$ cat src/rtl/bsplit_pkg.sv
package bsplit_pkg;
  localparam int NBANK = 2;
  typedef enum logic {ST_IDLE = 1'b0, ST_ACTIVE = 1'b1} bsplit_state_e;
endpackage

$ cat src/rtl/bsplit_lane_map.sv
module bsplit_lane_map #(
  parameter int ADDR_W     = 48,
  parameter int LINE_BYTES = 16,
  localparam int OFF_W  = $clog2(LINE_BYTES),
  localparam int LEN_W  = OFF_W + 1,
  localparam int LINE_W = LINE_BYTES * 8
) (
  input  logic [ADDR_W-1:0]                 addr,
  input  logic [LEN_W-1:0]                  len,
  input  logic [LINE_W-1:0]                 wdata,
  output logic [1:0]                        need,
  output logic [2*LINE_BYTES-1:0]           win_mask,
  output logic [1:0][ADDR_W-1:0]            bank_addr,
  output logic [1:0][LINE_BYTES-1:0]        bank_mask,
  output logic [1:0][LINE_W-1:0]            bank_wdata
);
  logic [2*LINE_BYTES-1:0] len_bits;
  logic [2*LINE_W-1:0]     win_data;
  logic [OFF_W-1:0]        off;
  logic                    hb;
  logic [ADDR_W-1:0]       home_line, next_line;

  always_comb begin
    off = addr[OFF_W-1:0];
    hb  = addr[OFF_W];
    len_bits = '0;
    for (int i = 0; i < LINE_BYTES + 1; i++) begin
      if (i < int'(len)) len_bits[i] = 1'b1;
    end
    win_mask  = len_bits << off;
    win_data  = {{LINE_W{1'b0}}, wdata} << {off, 3'b000};
    home_line = {addr[ADDR_W-1:OFF_W], {OFF_W{1'b0}}};
    next_line = home_line + ADDR_W'(LINE_BYTES);
    need       = '0;
    bank_addr  = '0;
    bank_mask  = '0;
    bank_wdata = '0;
    bank_addr[hb]   = home_line;
    bank_addr[!hb]  = next_line;
    bank_mask[hb]   = win_mask[LINE_BYTES-1:0];
    bank_mask[!hb]  = win_mask[2*LINE_BYTES-1:LINE_BYTES];
    bank_wdata[hb]  = win_data[LINE_W-1:0];
    bank_wdata[!hb] = win_data[2*LINE_W-1:LINE_W];
    need[hb]        = |win_mask[LINE_BYTES-1:0];
    need[!hb]       = |win_mask[2*LINE_BYTES-1:LINE_BYTES];
  end
endmodule

$ cat src/rtl/bsplit_load_merge.sv
module bsplit_load_merge #(
  parameter int LINE_BYTES = 16,
  localparam int OFF_W  = $clog2(LINE_BYTES),
  localparam int LINE_W = LINE_BYTES * 8
) (
  input  logic                        home,
  input  logic [OFF_W-1:0]            off,
  input  logic [2*LINE_BYTES-1:0]     win_mask,
  input  logic [1:0][LINE_W-1:0]      bank_rdata,
  output logic [LINE_W-1:0]           rdata
);
  logic [2*LINE_W-1:0] joined, kept, moved;

  always_comb begin
    joined = {bank_rdata[!home], bank_rdata[home]};
    for (int i = 0; i < 2*LINE_BYTES; i++) begin
      kept[i*8 +: 8] = win_mask[i] ? joined[i*8 +: 8] : 8'h00;
    end
    moved = kept >> {off, 3'b000};
    rdata = moved[LINE_W-1:0];
  end
endmodule

$ cat src/rtl/bank_pair_splitter.sv
module bank_pair_splitter #(
  parameter int ADDR_W     = 48,
  parameter int LINE_BYTES = 16,
  localparam int OFF_W  = $clog2(LINE_BYTES),
  localparam int LEN_W  = OFF_W + 1,
  localparam int LINE_W = LINE_BYTES * 8
) (
  input  logic                          clk,
  input  logic                          rst_n,
  input  logic                          req_valid,
  input  logic                          req_store,
  input  logic [ADDR_W-1:0]             req_addr,
  input  logic [LEN_W-1:0]              req_len,
  input  logic [LINE_W-1:0]             req_wdata,
  output logic                          busy,
  output logic                          resp_valid,
  output logic                          resp_exc,
  output logic [LINE_W-1:0]             resp_rdata,
  output logic [1:0]                    bk_valid,
  output logic                          bk_store,
  output logic [1:0][ADDR_W-1:0]        bk_addr,
  output logic [1:0][LINE_BYTES-1:0]    bk_mask,
  output logic [1:0][LINE_W-1:0]        bk_wdata,
  input  logic [1:0]                    bk_ack,
  input  logic [1:0]                    bk_exc,
  input  logic [1:0][LINE_W-1:0]        bk_rdata
);
  import bsplit_pkg::*;

  bsplit_state_e state_q, state_d;
  logic              issue_q;
  logic [1:0]        got_q, got_d;
  logic              exc_q, exc_d, exc_now;
  logic              resp_valid_q, resp_exc_q;
  logic [ADDR_W-1:0] a_q;
  logic [LEN_W-1:0]  len_q;
  logic              st_q;
  logic [LINE_W-1:0] wd_q;
  logic [1:0][LINE_W-1:0] cap_q, cap_d;
  logic [LINE_W-1:0] resp_rdata_q, merged;
  logic              accept, active, done_all;
  logic [1:0]        need;
  logic [2*LINE_BYTES-1:0] win_mask;

  bsplit_lane_map #(.ADDR_W(ADDR_W), .LINE_BYTES(LINE_BYTES)) map_i (
    .addr(a_q), .len(len_q), .wdata(wd_q), .need(need), .win_mask(win_mask),
    .bank_addr(bk_addr), .bank_mask(bk_mask), .bank_wdata(bk_wdata)
  );

  bsplit_load_merge #(.LINE_BYTES(LINE_BYTES)) merge_i (
    .home(a_q[OFF_W]), .off(a_q[OFF_W-1:0]), .win_mask(win_mask),
    .bank_rdata(cap_d), .rdata(merged)
  );

  // next-state logic
  always_comb begin
    active   = (state_q == ST_ACTIVE);
    accept   = req_valid && !active;
    done_all = active && ((need & ~(got_q | bk_ack)) == 2'b00);
    exc_now  = exc_q | (active & |(bk_ack & bk_exc));
    state_d  = state_q;
    if (accept)        state_d = ST_ACTIVE;
    else if (done_all) state_d = ST_IDLE;
    got_d = accept ? 2'b00 : (active ? (got_q | bk_ack) : got_q);
    exc_d = accept ? 1'b0 : exc_now;
    for (int b = 0; b < NBANK; b++) begin
      cap_d[b] = (active && bk_ack[b]) ? bk_rdata[b] : cap_q[b];
    end
  end

  // control registers
  always_ff @(posedge clk or negedge rst_n) begin
    if (!rst_n) begin
      state_q      <= ST_IDLE;
      issue_q      <= 1'b0;
      got_q        <= 2'b00;
      exc_q        <= 1'b0;
      resp_valid_q <= 1'b0;
      resp_exc_q   <= 1'b0;
    end else begin
      state_q      <= state_d;
      issue_q      <= accept;
      got_q        <= got_d;
      exc_q        <= exc_d;
      resp_valid_q <= done_all;
      resp_exc_q   <= done_all & exc_now;
    end
  end

  // data registers, enable-gated, no reset
  always_ff @(posedge clk) begin
    if (accept) begin
      a_q   <= req_addr;
      len_q <= req_len;
      st_q  <= req_store;
      wd_q  <= req_wdata;
    end
    cap_q <= cap_d;
    if (done_all) resp_rdata_q <= merged;
  end

  assign busy       = (state_q == ST_ACTIVE);
  assign resp_valid = resp_valid_q;
  assign resp_exc   = resp_exc_q;
  assign resp_rdata = resp_rdata_q;
  assign bk_store   = st_q;
  assign bk_valid   = issue_q ? need : 2'b00;

  // an issue lasts one cycle
  a_r10_valid_pulse: assert property (@(posedge clk) disable iff (!rst_n)
    (bk_valid != 2'b00) |=> (bk_valid == 2'b00));
  // completion is a single pulse with busy already low
  a_r8_resp_pulse: assert property (@(posedge clk) disable iff (!rst_n)
    resp_valid |=> !resp_valid);
  a_r8_resp_idle: assert property (@(posedge clk) disable iff (!rst_n)
    resp_valid |-> !busy);
  // busy only starts after a request
  a_r2_busy_from_req: assert property (@(posedge clk) disable iff (!rst_n)
    $rose(busy) |-> $past(req_valid));
  // exception flag only with a completion
  a_r9_exc_with_resp: assert property (@(posedge clk) disable iff (!rst_n)
    resp_exc |-> resp_valid);

  for (genvar g = 0; g < NBANK; g++) begin : g_bank_chk
    // each bank only sees its own line parity, line aligned
    a_r3_bank_line: assert property (@(posedge clk) disable iff (!rst_n)
      bk_valid[g] |-> (bk_addr[g][OFF_W-1:0] == '0 && bk_addr[g][OFF_W] == 1'(g)));
    // an issued part always enables at least one byte
    a_r5_mask_live: assert property (@(posedge clk) disable iff (!rst_n)
      bk_valid[g] |-> (bk_mask[g] != '0));
  end
endmodule

$ cat config.mk
export PLATFORM = sky130hd
export DESIGN_NAME = bank_pair_splitter
export DESIGN_NICKNAME = d
export VERILOG_FILES = /design/src/rtl/bsplit_pkg.sv /design/src/rtl/bsplit_lane_map.sv /design/src/rtl/bsplit_load_merge.sv /design/src/rtl/bank_pair_splitter.sv
export SDC_FILE = /design/constraint.sdc
export NUM_CORES = 2
export LEC_CHECK = 0
export ABC_AREA = 1
export BUFFER_PORTS_ARGS = -buffer_cell sky130_fd_sc_hd__buf_2
export CORE_AREA = 2 2 371 373
export DETAILED_ROUTE_END_ITERATION = 8
export DIE_AREA = 0 0 373 375
export GPL_TIMING_DRIVEN = 0
export SLEW_MARGIN = 20
export SYNTH_ARGS = -nofsm -noshare
export SYNTH_HDL_FRONTEND = slang
export SYNTH_SLANG_ARGS = --single-unit
$ cat constraint.sdc
create_clock -name clk -period 8.8 [get_ports clk]
set_input_delay 1.76 -clock clk [delete_from_list [all_inputs] [get_ports clk]]
set_output_delay 1.76 -clock clk [all_outputs]
set_load 0.02 [all_outputs]
==> results.sh <==
export IMPL_drc=0
export IMPL_core_area_um2=136300
export IMPL_critPathLaunchType="flip-flop"
export IMPL_report_power_total_mw=20.24
export IMPL_cts_sinks=573
export IMPL_track_usage=0.5226
export IMPL_rsz0062_at_grt="false"
export IMPL_io_pins=963
export IMPL_synth_cells=6806
export IMPL_die_w_um=373
export IMPL_cts_buffer_depth=3
export IMPL_postRouteAntennaNets=0
export IMPL_maxSlewViolCount=0
export IMPL_cts_tree="yes"
export IMPL_worst_pin_slew_ns=1.443
export IMPL_rows=136
export IMPL_fmax_mhz=134.7
export IMPL_initial_utilization=0.3131
export IMPL_crit_required_ns=7.04
export IMPL_cts_root_buffer="clkbuf_16"
export IMPL_drt_wl_total_mm=379.4
export IMPL_finalCritPeriodShare=0.8439
export IMPL_grt_pass1_wl_mm=494.3
export IMPL_worstRegToRegCells=9
export IMPL_cp_max_fo=10
export IMPL_min_path_cells=2
export IMPL_clock_skew_ns=0.03434
export IMPL_grt_max_degree=87
export IMPL_synthDistinctLibCells=51
export IMPL_r2r_start="a_q[3]"
export IMPL_fin_crit_ns=7.426
export IMPL_synth_avg_cell_area_um2=6.270
export IMPL_area_growth_pct=22.68
export IMPL_ys_seq_area_frac=0.3424
export IMPL_end_kind="primary output"
export IMPL_drtIter0Drc=9464
export IMPL_relSlewSlack=0.02781
export IMPL_cap_violations=0
export IMPL_dieArea_um2=139900
export IMPL_viasPerCell=6.188
export IMPL_synth_flop_cell="edfxtp_1"
export IMPL_status="finished, final reports clean"
export IMPL_r2r_end="resp_rdata[6]"
export IMPL_ys_seq_elements=573
export IMPL_wire_per_inst_um=39.03
export IMPL_cts_buffers=66
export IMPL_hp_class="reg -> reg"
export IMPL_crit_arrival_ns=5.67
export IMPL_crit_type="reg -> out"
export IMPL_cts_clk_slew_worst_paths_ns=0.06
export IMPL_antenna_found_initial=46
export IMPL_gp_congestion=1.173
export IMPL_dr_total_vias=60155
export IMPL_synthArstFlopShare=0.01222
export IMPL_critPathLaunch="a_q[0]"
export IMPL_htree_levels=3
export IMPL_endpoint="bk_wdata[101]"
export IMPL_fill_cells=15176
export IMPL_setup_viol=0
export IMPL_irDropWorstVdd_mv=0.1928
export IMPL_portBuffers=952
export IMPL_syn_area_um2=42670
export IMPL_die_h_um=375
export IMPL_holdWs_ns=0.4508
export IMPL_cts_resized=0
export IMPL_dp_hpwl_mm=313.9
export IMPL_clk_latency_ns=0.74
export IMPL_yosys_warnings=0
export IMPL_drive_gt1_frac=0.1796
export IMPL_synth_edf_count=310
export IMPL_regToRegSetupSlack_ns=3.43
export IMPL_grt_pass1_vias=56287
export IMPL_drtPass1Iterations=8
export IMPL_grt_overflow=0
export IMPL_post_cts_setup_buffer_count=0
export IMPL_p_per_area_nw_per_um2=386.6
export IMPL_leakage_nw=24.72
export IMPL_hold_viol=0
export IMPL_hold_buffers=0
export IMPL_nets=8298
==> cell usage after synthesis (7+ instances only) <==
cell | number | area (µm²)
a21oi_1 | 46 | 230.2
or2_2 | 127 | 794.5
o21ai_1 | 33 | 165.2
inv_1 | 445 | 1670
and2_1 | 12 | 75.07
clkbuf_1 | 284 | 1066
o21ai_0 | 1001 | 5010
mux2i_1 | 48 | 480.5
o211ai_1 | 16 | 120.1
nand3_2 | 11 | 110.1
nor2_1 | 292 | 1096
buf_1 | 116 | 435.4
edfxtp_1 | 310 | 9309
nand2_1 | 2352 | 8828
buf_4 | 29 | 217.7
dfxtp_1 | 256 | 5125
a31oi_1 | 25 | 156.4
xnor2_1 | 10 | 87.58
dfrtp_1 | 7 | 175.2
o2111ai_1 | 7 | 61.31
xor2_1 | 31 | 271.5
nor3_1 | 14 | 70.07
nand3_1 | 927 | 4639
nand4_1 | 226 | 1414
buf_2 | 117 | 585.6
==> kinds of logic (layout without fill, tap and decap cells) <==
family / Yosys count / count (layout) / synth area share
simple gates: 3990 / 3990 / 0.4038
compound gates: 1151 / 1151 / 0.1392
mux: 48 / 48 / 0.01126
fa+ha+maj: 1 / 1 / 0.0002932
xor+xnor: 41 / 41 / 0.008415
buf+inv: 1000 / 2088 / 0.09448
flops: 573 / 573 / 0.3424
other cells: 2 / 36 / 0.0001760
==> cell usage in the layout (no fill, tap or decap), drive strengths merged, types with 14 or more instances in the layout <==
cell type	n
clkinv	21
inv	453
nand4	226
nand2	2358
nand3	938
nor2	299
a21oi	50
or2	128
o211ai	16
mux2i	48
edfxtp	310
diode	26
dfxtp	256
a31oi	25
buf	1233
xor2	31
o21ai	1037
nor3	14
and2	14
clkbuf	371
==> final cells by class <==
cell class	instances	area, µm²	share of cell area
antenna	26	65.06	0.001243
buffer	549	2379	0.04543
inverter	451	1698	0.03243
multi-input combinational	5241	24080	0.4601
sequential	573	14610	0.2791
timing repair buffer	970	5059	0.09663
clock inverter	33	459.2	0.008772
clock buffer	85	1753	0.03348
tap	1794	2245	0.04288
==> per-stage QoR <==
stage	TNS, ns	worst slack, ns	instance area, µm²	cells	utilization
floorplan	0	1.684	42700	6814	-
global placement	-205.22	-1.161	49710	9560	0.3647
detailed placement	0	2.635	49990	9572	0.3668
CTS	0	1.838	52210	9690	0.3830
global route	0	1.814	52300	9700	0.3837
finish	0	1.374	52350	9722	0.3841
==> power by group <==
part	internal (mW)	leakage, nW	switching (mW)
combinational	2.66	18.5	10.2
sequential	4.08	5.17	0.412
clock	1.57	1.04	1.31
total	8.30	24.7	11.9
==> worst max-delay path: stages, from the launching register on <==
cell and delay, ns:
edfxtp_1 0.45, inv_1 0.10, buf_2 0.24, buf_2 0.42
clkbuf_1 0.78, nand2_1 0.37, a31oi_1 0.62, nand2_1 0.10
o21ai_0 0.50, o21ai_0 0.43, o21ai_0 0.61, buf_2 0.28
==> sequential cells by signal (all words and copies together), names as in the netlist <==
name        count
resp_rdata    128
cap_q         256
wd_q          128
got_q           2
bk_store        1
exc_q           1
len_q           5
resp_exc        1
issue_q         1
resp_valid      1
busy            1
a_q            48
==> layer usage <==
layer	vias up	GRT usage	routed length (µm)
li1	24715	-	-
met2	5243	0.7700	155200
met5	-	0.008919	169
met3	1679	0.1632	44020
met1	28492	0.5859	131600
met4	26	0.5290	48420
==> how the worst min path moves through the flow <==
stage                     startpoint          to  slack [ns]
after global routing      cap_q[123]  cap_q[123]        0.48
after detailed placement  cap_q[123]  cap_q[123]        0.44
final                     cap_q[127]  cap_q[127]        0.45
after floorplan           cap_q[120]  cap_q[120]        0.42
after CTS                 cap_q[127]  cap_q[127]        0.45
after global placement    cap_q[120]  cap_q[120]        0.44
(Power assumes the default switching activity.)
